$ cat config.mk
export PLATFORM = sky130hd
export DESIGN_NAME = nand_cache_rd_seq
export DESIGN_NICKNAME = d
export VERILOG_FILES = /design/src/rtl/nand_crd_pkg.sv /design/src/rtl/nand_crd_bus.sv /design/src/rtl/nand_crd_wdog.sv /design/src/rtl/nand_cache_rd_seq.sv
export SDC_FILE = /design/constraint.sdc
export NUM_CORES = 1
export LEC_CHECK = 0
export ABC_AREA = 1
export BUFFER_PORTS_ARGS = -buffer_cell sky130_fd_sc_hd__buf_2
export CAP_MARGIN = 0
export CORE_MARGIN = 2
export CORE_UTILIZATION = 35
export CTS_CLUSTER_DIAMETER = 30
export DETAILED_ROUTE_END_ITERATION = 10
export PLACE_DENSITY = 0.5
export SLEW_MARGIN = 10
export SYNTH_ARGS = -nofsm -noshare
export SYNTH_HDL_FRONTEND = slang
export SYNTH_HIERARCHICAL = 1
export SYNTH_SLANG_ARGS = --single-unit
$ cat constraint.sdc
create_clock -name clk_i -period 3.3 [get_ports clk_i]
set_input_delay 0.66 -clock clk_i [delete_from_list [all_inputs] [get_ports clk_i]]
set_output_delay 0.66 -clock clk_i [all_outputs]
set_load 0.05 [all_outputs]
$ cat src/rtl/nand_crd_pkg.sv
package nand_crd_pkg;
  localparam int ROW_W = 24;
  localparam int COL_W = 16;

  localparam logic [7:0] OPC_READ   = 8'h00;
  localparam logic [7:0] OPC_CACHE  = 8'h31;
  localparam logic [7:0] OPC_STATUS = 8'h70;
  localparam logic [7:0] OPC_EXIT   = 8'h34;

  localparam int SR_ARRAY_DONE = 5;
  localparam int SR_CACHE_RDY  = 6;

  typedef enum logic [1:0] {OP_CMD, OP_ADDR, OP_READ} bus_op_e;

  typedef enum logic [3:0] {
    S_IDLE, S_SETUP_CMD, S_ADDR, S_CONFIRM, S_WB, S_BUSY, S_DATA,
    S_SR_CMD, S_SR_READ, S_RESUME, S_EXIT_CMD, S_EXIT_WB, S_EXIT_BUSY
  } seq_state_e;
endpackage

$ cat src/rtl/nand_crd_bus.sv
module nand_crd_bus
  import nand_crd_pkg::*;
#(
  parameter int T_SETUP = 1,
  parameter int T_PULSE = 2,
  parameter int T_HOLD  = 1
) (
  input  logic       clk_i,
  input  logic       rst_ni,
  input  logic       start_i,
  input  bus_op_e    op_i,
  input  logic [7:0] wdata_i,
  output logic       busy_o,
  output logic       done_o,
  output logic [7:0] rdata_o,
  output logic       cle_o,
  output logic       ale_o,
  output logic       we_no,
  output logic       re_no,
  output logic [7:0] io_o,
  output logic       io_oe_o,
  input  logic [7:0] io_i
);
  localparam int TMAX = (T_SETUP > T_PULSE) ? ((T_SETUP > T_HOLD) ? T_SETUP : T_HOLD)
                                            : ((T_PULSE > T_HOLD) ? T_PULSE : T_HOLD);
  localparam int CW = (TMAX < 2) ? 1 : $clog2(TMAX);

  typedef enum logic [1:0] {PH_IDLE, PH_SETUP, PH_PULSE, PH_HOLD} phase_e;

  phase_e     phase;
  bus_op_e    op_q;
  logic [7:0] wd_q;
  logic [CW-1:0] cnt;

  always_ff @(posedge clk_i or negedge rst_ni) begin
    if (!rst_ni) begin
      phase <= PH_IDLE; op_q <= OP_CMD; wd_q <= '0; cnt <= '0;
      done_o <= 1'b0; rdata_o <= '0;
    end else begin
      done_o <= 1'b0;
      case (phase)
        PH_IDLE: if (start_i) begin
          op_q  <= op_i;
          wd_q  <= wdata_i;
          cnt   <= '0;
          phase <= (op_i == OP_READ) ? PH_PULSE : PH_SETUP;
        end
        PH_SETUP: if (cnt == CW'(T_SETUP-1)) begin
          phase <= PH_PULSE; cnt <= '0;
        end else cnt <= cnt + 1'b1;
        PH_PULSE: if (cnt == CW'(T_PULSE-1)) begin
          if (op_q == OP_READ) rdata_o <= io_i;
          phase <= PH_HOLD; cnt <= '0;
        end else cnt <= cnt + 1'b1;
        default: if (cnt == CW'(T_HOLD-1)) begin
          phase <= PH_IDLE; cnt <= '0; done_o <= 1'b1;
        end else cnt <= cnt + 1'b1;
      endcase
    end
  end

  logic active, is_wr;
  assign active  = (phase != PH_IDLE);
  assign is_wr   = (op_q != OP_READ);
  assign busy_o  = active;
  assign cle_o   = active && (op_q == OP_CMD);
  assign ale_o   = active && (op_q == OP_ADDR);
  assign we_no   = !((phase == PH_PULSE) && is_wr);
  assign re_no   = !((phase == PH_PULSE) && !is_wr);
  assign io_oe_o = active && is_wr;
  assign io_o    = wd_q;

  a_r3_enables_excl: assert property (@(posedge clk_i) disable iff (!rst_ni)
    !(!we_no && !re_no));
  a_r3_latch_excl: assert property (@(posedge clk_i) disable iff (!rst_ni)
    !(cle_o && ale_o));
  a_r3_setup_before_we: assert property (@(posedge clk_i) disable iff (!rst_ni)
    $fell(we_no) |-> $past(cle_o || ale_o) && $past(io_oe_o));
  a_r3_hold_after_we: assert property (@(posedge clk_i) disable iff (!rst_ni)
    $rose(we_no) |-> (cle_o || ale_o) && io_oe_o);
  a_r3_no_drive_on_read: assert property (@(posedge clk_i) disable iff (!rst_ni)
    !re_no |-> !io_oe_o);
endmodule

$ cat src/rtl/nand_crd_wdog.sv
module nand_crd_wdog #(
  parameter int LIMIT = 100000
) (
  input  logic clk_i,
  input  logic rst_ni,
  input  logic en_i,
  input  logic rb_i,
  output logic timeout_o
);
  localparam int CW = (LIMIT < 2) ? 1 : $clog2(LIMIT);
  logic [CW-1:0] cnt;

  always_ff @(posedge clk_i or negedge rst_ni) begin
    if (!rst_ni) begin
      cnt <= '0; timeout_o <= 1'b0;
    end else begin
      timeout_o <= 1'b0;
      if (!en_i || rb_i) cnt <= '0;
      else if (cnt == CW'(LIMIT-1)) begin
        cnt <= '0; timeout_o <= 1'b1;
      end else cnt <= cnt + 1'b1;
    end
  end

  a_r8_timeout_needs_low: assert property (@(posedge clk_i) disable iff (!rst_ni)
    timeout_o |-> $past(en_i && !rb_i));
endmodule

$ cat src/rtl/nand_cache_rd_seq.sv
module nand_cache_rd_seq
  import nand_crd_pkg::*;
#(
  parameter int PAGE_BYTES = 2112,
  parameter int T_SETUP    = 1,
  parameter int T_PULSE    = 2,
  parameter int T_HOLD     = 1,
  parameter int T_WB       = 4,
  parameter int WDOG_LIMIT = 100000
) (
  input  logic             clk_i,
  input  logic             rst_ni,
  input  logic             req_valid_i,
  output logic             req_ready_o,
  input  logic [ROW_W-1:0] req_row_i,
  input  logic [COL_W-1:0] req_col_i,
  input  logic             req_five_cyc_i,
  input  logic [15:0]      req_pages_i,
  output logic             done_o,
  output logic             err_col_o,
  output logic             err_timeout_o,
  output logic             dout_valid_o,
  input  logic             dout_ready_i,
  output logic [7:0]       dout_data_o,
  output logic             nand_cle_o,
  output logic             nand_ale_o,
  output logic             nand_we_no,
  output logic             nand_re_no,
  output logic [7:0]       nand_io_o,
  output logic             nand_io_oe_o,
  input  logic [7:0]       nand_io_i,
  input  logic             nand_rb_i
);
  localparam int BCW = (PAGE_BYTES < 2) ? 1 : $clog2(PAGE_BYTES);
  localparam int WCW = $clog2(T_WB + 1);

  seq_state_e       state;
  logic [ROW_W-1:0] row_q;
  logic             five_q;
  logic [15:0]      pages_left;
  logic [BCW-1:0]   byte_cnt;
  logic [2:0]       addr_idx;
  logic [WCW-1:0]   wb_cnt;
  logic             final_poll;
  logic [1:0]       rb_sync;
  logic             rb_s;

  // Ready/Busy is asynchronous to the clock
  always_ff @(posedge clk_i or negedge rst_ni) begin
    if (!rst_ni) rb_sync <= 2'b11;
    else         rb_sync <= {rb_sync[0], nand_rb_i};
  end
  assign rb_s = rb_sync[1];

  logic       bus_start, bus_busy, bus_done, bus_req;
  bus_op_e    bus_op;
  logic [7:0] bus_wdata, bus_rdata, addr_byte;
  logic       wd_timeout;

  always_comb begin
    case (addr_idx)
      3'd2:    addr_byte = row_q[7:0];
      3'd3:    addr_byte = row_q[15:8];
      3'd4:    addr_byte = row_q[23:16];
      default: addr_byte = 8'h00;
    endcase
  end

  always_comb begin
    bus_req   = 1'b1;
    bus_op    = OP_CMD;
    bus_wdata = OPC_READ;
    case (state)
      S_SETUP_CMD: bus_wdata = OPC_READ;
      S_ADDR:      begin bus_op = OP_ADDR; bus_wdata = addr_byte; end
      S_CONFIRM:   bus_wdata = OPC_CACHE;
      S_SR_CMD:    bus_wdata = OPC_STATUS;
      S_SR_READ:   bus_op = OP_READ;
      S_RESUME:    bus_wdata = OPC_READ;
      S_EXIT_CMD:  bus_wdata = OPC_EXIT;
      S_DATA:      begin bus_op = OP_READ; bus_req = !dout_valid_o; end
      default:     bus_req = 1'b0;
    endcase
  end
  assign bus_start = bus_req && !bus_busy && !bus_done;

  nand_crd_bus #(.T_SETUP(T_SETUP), .T_PULSE(T_PULSE), .T_HOLD(T_HOLD)) u_bus (
    .clk_i, .rst_ni,
    .start_i (bus_start),
    .op_i    (bus_op),
    .wdata_i (bus_wdata),
    .busy_o  (bus_busy),
    .done_o  (bus_done),
    .rdata_o (bus_rdata),
    .cle_o   (nand_cle_o),
    .ale_o   (nand_ale_o),
    .we_no   (nand_we_no),
    .re_no   (nand_re_no),
    .io_o    (nand_io_o),
    .io_oe_o (nand_io_oe_o),
    .io_i    (nand_io_i)
  );

  nand_crd_wdog #(.LIMIT(WDOG_LIMIT)) u_wdog (
    .clk_i, .rst_ni,
    .en_i      ((state == S_BUSY) || (state == S_EXIT_BUSY)),
    .rb_i      (rb_s),
    .timeout_o (wd_timeout)
  );

  assign req_ready_o = (state == S_IDLE);

  always_ff @(posedge clk_i or negedge rst_ni) begin
    if (!rst_ni) begin
      state <= S_IDLE; row_q <= '0; five_q <= 1'b0; pages_left <= '0;
      byte_cnt <= '0; addr_idx <= '0; wb_cnt <= '0; final_poll <= 1'b0;
      done_o <= 1'b0; err_col_o <= 1'b0; err_timeout_o <= 1'b0;
      dout_valid_o <= 1'b0; dout_data_o <= '0;
    end else begin
      done_o <= 1'b0; err_col_o <= 1'b0; err_timeout_o <= 1'b0;
      if (dout_valid_o && dout_ready_i) dout_valid_o <= 1'b0;
      case (state)
        S_IDLE: if (req_valid_i) begin
          if (req_col_i != '0) err_col_o <= 1'b1;
          else begin
            row_q <= req_row_i; five_q <= req_five_cyc_i;
            pages_left <= req_pages_i; addr_idx <= '0;
            state <= S_SETUP_CMD;
          end
        end
        S_SETUP_CMD: if (bus_done) state <= S_ADDR;
        S_ADDR: if (bus_done) begin
          if (addr_idx == (five_q ? 3'd4 : 3'd3)) state <= S_CONFIRM;
          addr_idx <= addr_idx + 1'b1;
        end
        S_CONFIRM: if (bus_done) begin state <= S_WB; wb_cnt <= '0; end
        S_WB, S_EXIT_WB: begin
          if (wb_cnt == WCW'(T_WB)) state <= (state == S_WB) ? S_BUSY : S_EXIT_BUSY;
          else wb_cnt <= wb_cnt + 1'b1;
        end
        S_BUSY, S_EXIT_BUSY: begin
          if (wd_timeout) begin
            err_timeout_o <= 1'b1; state <= S_IDLE;
          end else if (rb_s) begin
            if (state == S_BUSY) begin state <= S_DATA; byte_cnt <= '0; end
            else begin state <= S_IDLE; done_o <= 1'b1; end
          end
        end
        S_DATA: if (bus_done) begin
          dout_valid_o <= 1'b1;
          dout_data_o  <= bus_rdata;
          if (byte_cnt == BCW'(PAGE_BYTES-1)) begin
            byte_cnt   <= '0;
            pages_left <= pages_left - 1'b1;
            final_poll <= (pages_left == 16'd1);
            state      <= S_SR_CMD;
          end else byte_cnt <= byte_cnt + 1'b1;
        end
        S_SR_CMD: if (bus_done) state <= S_SR_READ;
        S_SR_READ: if (bus_done) begin
          // stay and re-read status until the relevant bit is set
          if (final_poll) begin
            if (bus_rdata[SR_ARRAY_DONE]) state <= S_EXIT_CMD;
          end else if (bus_rdata[SR_CACHE_RDY]) state <= S_RESUME;
        end
        S_RESUME: if (bus_done) state <= S_DATA;
        S_EXIT_CMD: if (bus_done) begin state <= S_EXIT_WB; wb_cnt <= '0; end
        default: state <= S_IDLE;
      endcase
    end
  end

  a_r1_reject_col: assert property (@(posedge clk_i) disable iff (!rst_ni)
    req_valid_i && req_ready_o && (req_col_i != '0) |=> err_col_o && req_ready_o);
  a_r5_hold_stable: assert property (@(posedge clk_i) disable iff (!rst_ni)
    dout_valid_o && !dout_ready_i |=> dout_valid_o && $stable(dout_data_o));
  a_r4_quiet_in_wait: assert property (@(posedge clk_i) disable iff (!rst_ni)
    (state == S_BUSY) || (state == S_WB) |-> nand_re_no && nand_we_no && !nand_io_oe_o);
  a_r9_idle_quiet: assert property (@(posedge clk_i) disable iff (!rst_ni)
    req_ready_o |-> nand_we_no && nand_re_no && !nand_cle_o && !nand_ale_o);
  a_r7_done_single: assert property (@(posedge clk_i) disable iff (!rst_ni)
    done_o |=> !done_o && req_ready_o);
endmodule

[After elaboration in Yosys (flattened, before gate mapping)]
Cells that the tools add are included.
Word-level totals
  bits in registers: 118
  bits of input ports: 70
  output and inout bits: 26
  logic and storage cells: 195
Operators by class
  $add $sub $neg: 6
  eq/ne operators: 51
  mux-type cells: 72
  bitwise gates (word level): 1
  reductions and logical operators: 43
Operators by type and width (count)
  two-way mux 4 bit: 19
  two-way mux 16 bit: 4
  two-way mux 12 bit: 5
  one-hot mux 4 bit (11 select lines): 1
  two-way mux 17 bit: 2
  one-hot mux 16 bit (2 select lines): 1
  one-hot mux 8 bit (4 select lines): 1
  != test 2 bit, second input constant: 12
  one-hot mux 12 bit (2 select lines): 1
  one-hot mux 8 bit (3 select lines): 1
  two-way mux 3 bit: 7
  == test 4 bit, second input constant: 5
  != test 2 x 1 -> 1 bit, second input constant: 10
  two-way mux 1 bit: 19
  adder 17 x 1 -> 17 bit, second input constant: 1
  == test 17 bit, second input constant: 1
  == test 16 x 1 -> 1 bit, second input constant: 1
  == test 4 x 3 -> 1 bit, second input constant: 4
  AND reduction 16 bit: 1
  nonzero test 16 bit: 1
  subtractor 16 x 1 -> 16 bit, second input constant: 1
  adder 12 x 1 -> 12 bit, second input constant: 1
  == test 12 bit, second input constant: 1
  one-hot mux 3 bit (2 select lines): 2
  29 further kinds: 71

[Logic depth before layout (Yosys ltp)]
  word-level depth: 7
  gate-level depth with buffers: 14
  mapped depth without buffers: 13

[Cells and area by module]
Netlist, hierarchy kept.
Modules (own cells, without submodules)
  nand_cache_rd_seq: times used 1, cells an instance 646, area each 4560.6 um2, seq. area each 1954.4 um2
  nand_crd_bus: times used 1, cells an instance 113, area each 1133.6 um2, seq. area each 550.5 um2
  nand_crd_wdog: times used 1, cells an instance 137, area each 1057.3 um2, seq. area each 450.4 um2

[Least setup slack after synthesis]
OpenSTA, ideal clock, no wires.
  path kind: register -> output
  from: reg u_bus.phase[1]
  to: out nand_cle_o
  data arrival time: 1.915 ns
  setup slack: 0.725 ns
  cell stages (with the launch flop): 5
  path buffers: 1
  cell sequence: dfrtp_1 > inv_1 > ha_1 > buf_6 > nor3_1
Between the ends
  word-level cells in the longest chain between the ends: 2
Ends and longest elaborated chain
  from (decl): RTL line nand_crd_bus.sv:30  | phase_e phase;
  from (signal assigned): RTL line nand_crd_bus.sv:46  | phase <= (op_i == OP_READ) ? PH_PULSE : PH_SETUP;
  nonzero test 2 bit: RTL line nand_crd_bus.sv:63  | assign active = (phase != PH_IDLE);
  logical AND 1 bit: RTL line nand_crd_bus.sv:66  | assign cle_o = active && (op_q == OP_CMD);
  to (decl): RTL line nand_cache_rd_seq.sv:25  | output logic nand_cle_o,
Every way passes these cells.

[Worst setup path after layout]
Same ends and word-level chain as after synthesis.

==> summary.txt <==
Logic synthesis
  – Count leader, synth: nand2_1
  – Seq cells post-synth: 118
  – Main synth FF type: dfrtp_1
  – Yosys cell types: just over 40
  – Post-synth top cells: 283 x nand2_1, 116 x dfrtp_1, 107 x nor2_1
  – Top post-synthesis cells by area: dfrtp_1 43%, nand2_1 16%, nor2_1 5.9%
  – Syn Area/Cell: between 7 and 8 um2
  – Yosys top cell area share: a little over two fifths
  – EDFF count, synth: 0
  – Ys Warns: 6
  – Leading area contributor after synthesis: dfrtp_1
  – Net count after synthesis: between 900 and 1,000
  – Cells after synthesis: around 900
  – Mapped Area: just under 0.007 mm2
  – Post-synthesis sequential area ratio: between 40% and 50%
  – Post-synth ARST share: 100%

Drt
  – Post-route ant nets: 0
  – Remaining DRCs: 0
  – DRT Wirelength: 16,300 um
  – Vias/cell: between 4 and 5
  – Wire per inst: 12.8 um
  – Vias: just under 6,000
  – Initial drt markers: ~270
  – DRT Pass-1 Iters: 5

CTS
  – Clock sinks: 118
  – Root Driver: clkbuf_16
  – Hold-fix buffers at CTS: 0
  – TritonCTS clock tree: done
  – Clock-pin slew on the worst setup and hold paths: 0.06 ns
  – Post-CTS sizing: 0
  – Clock buffer depth: 2
  – Setup Buffers After CTS: 0
  – H-tree depth: 4
  – Clk Latency, worst-skew pair: ~0.42 ns
  – CTS Buf Count: 17

STA
  – Fin crit period: between 2 and 2.5 ns
  – Endpoints failing setup: 0
  – Layout Skew: 0.00900 ns
  – RSZ-0062 raised after global routing: false
  – Crit share post-route: approximately three quarters
  – Fin. max-slew vios: 0
  – Worst slew margin: between 50% and 60%
  – Slew @ Worst Pin: about 0.67 ns
  – Hold Fails Final Rpt: 0
  – Highest Clock Rate: roughly 0.40 GHz
  – Setup TNS: 0 ns

GRT
  – Total GRT Usage: around 17%
  – Number of global-route vias before repair: 5,794
  – Initial antenna violation count: 0
  – Largest net degree at the start of global routing: 50
  – GR Overflow Total: 0
  – First-pass GRT wire length: approximately 28,000 um

Die
  – Die ar.: a little over 0.02 mm2
  – Die W: around 140 um
  – Row count: 50
  – DIE HEIGHT: around 140 um
  – Starting Density: 35.9%
  – Core Box Area: ~0.019 mm2
  – I/O pins: 96

Outcome
  – Outcome: complete, no violations

Critical path
  – WP data required: 2.64 ns
  – FF-to-FF path depth: 8
  – R2r startpoint: state[1]
  – FF-to-FF setup slack: approximately 0.95 ns
  – CP Capture Type: primary output
  – Worst Setup Path Type: reg2out
  – CP arrival: 1.82 ns
  – Worst r2r dst: u_bus/io_o[0]
  – Max Fanout on Critical Path: 8
  – CP Launch Point: u_bus/phase[1]
  – Crit start category: flop

Placement
  – Post-DP HPWL: approximately 12,000 um
  – Global placer's final weighted congestion: 0.940
  – Placed cell areas: around 0.0075 mm2
  – PortBufs: 95

Finish
  – Fillers: between 1,500 and 2,000
  – Design area: roughly 0.0080 mm2
  – Core Util, Final: 42.7%
  – Diode count: 0
  – Layout cell share with drive strength beyond 1: 20.4%
  – Area Growth Syn to Fin: 19.2%
  – Final nets: ~1,100

Flow run
  – # Max-Cap Violations: 0

Power and ir drop
  – Worst vdd ir: approximately 0.48 mV
  – P_leak: ~4.1 nW
  – P per Cell Area: 710 mW/mm2

Min path
  – Hold Crit Class: in2async
## power breakdown
group          internal, mW  switching, mW  leakage [nW]  total, mW
Sequential             1.72          0.249          1.55       1.97
Combinational         0.613           1.36          2.30       1.98
Clock                  1.04          0.725         0.265       1.77
## worst max-delay path by stage
stage,end,cells past startpoint,slack (ns)
floorplan,nand_cle_o,4,0.72
global placement,u_bus/io_o[7],8,0.99
detailed placement,pages_left[11],13,0.98
CTS,nand_cle_o,4,0.79
global route,byte_cnt[9],10,0.66
finish,nand_cle_o,4,0.82
## layer usage
metal  vias up  global-route usage (%)  wire length [um]
met3        18                    4.76               935
met2       152                    27.5              7330
met5         -                       0                 0
met1      2686                    23.6              7840
li1       3052                       -                 -
met4         0                    5.11               195
## final cells by class
cell class,instances,area [um2],area share (%)
tap,260,325,4.04
timing repair buffer,101,536,6.65
sequential,118,2960,36.7
multi-input combinational,653,3280,40.7
inverter,106,399,4.96
clock inverter,13,124,1.54
clock buffer,19,433,5.38
## layout by cell type (no fill, tap or decap), types with 4 or more instances in the layout
cell type | Yosys | routed
o21ai_1 | 14 | 14
mux2_2 | 10 | 10
nor2_4 | 7 | 7
nor2_1 | 107 | 107
dfrtp_1 | 116 | 116
nand2_1 | 283 | 283
xor2_1 | 8 | 8
ha_1 | 16 | 16
inv_6 | 0 | 4
o21ai_2 | 8 | 8
nand3_1 | 60 | 60
a31oi_1 | 4 | 4
nand4_1 | 14 | 14
nor3_1 | 10 | 10
mux2_4 | 6 | 6
a21oi_1 | 14 | 14
nand2_2 | 10 | 10
o21ai_0 | 44 | 44
nor2_2 | 14 | 14
clkbuf_16 | 0 | 17
inv_1 | 97 | 97
buf_2 | 6 | 94
buf_4 | 3 | 6
nand2_4 | 4 | 4
inv_2 | 8 | 8
## logic make-up after synthesis
kind of cell,Yosys count,share of synthesized area (%)
xor gates and xnor gates,10,1.30
and+or+nand+nor,514,32.9
DFF,118,43.8
AOI/OAI and AO/OA,97,8.34
buffers and inverters,125,7.69
adders and majority gates,16,2.97
muxes,16,3.00
## worst max-delay path, stage by stage, from the launching register on
cell and delay [ns]:
dfrtp_1 0.46, inv_1 0.12, ha_1 0.32, nor3_1 0.21, buf_2 0.29
## flip-flops by register name, summed over array words and instances (netlist names), 2 cells and up
| signal | flops |
|---|---|
| row_q | 24 |
| u_wdog/cnt | 17 |
| pages_left | 16 |
| byte_cnt | 12 |
| dout_data_o | 8 |
| u_bus/io_o | 8 |
| u_bus/rdata_o | 8 |
| state | 4 |
| addr_idx | 3 |
| wb_cnt | 3 |
| rb_sync | 2 |
| u_bus/op_q | 2 |
| u_bus/phase | 2 |
## through the flow
step / hold WS (ns) / cells / total power, mW / setup slack [ns]
6_report: 0.278 / 1270 / 5.71 / 0.823
4_1_cts: 0.295 / 1270 / 5.78 / 0.786
3_3_place_gp: 0.346 / 1238 / 3.98 / 0.992
2_1_floorplan: 0.345 / 896 / 3.50 / 0.725
5_1_grt: 0.322 / 1270 / 6.15 / 0.664
3_5_place_dp: 0.348 / 1238 / 3.98 / 0.978
(Power assumes the default switching activity.)
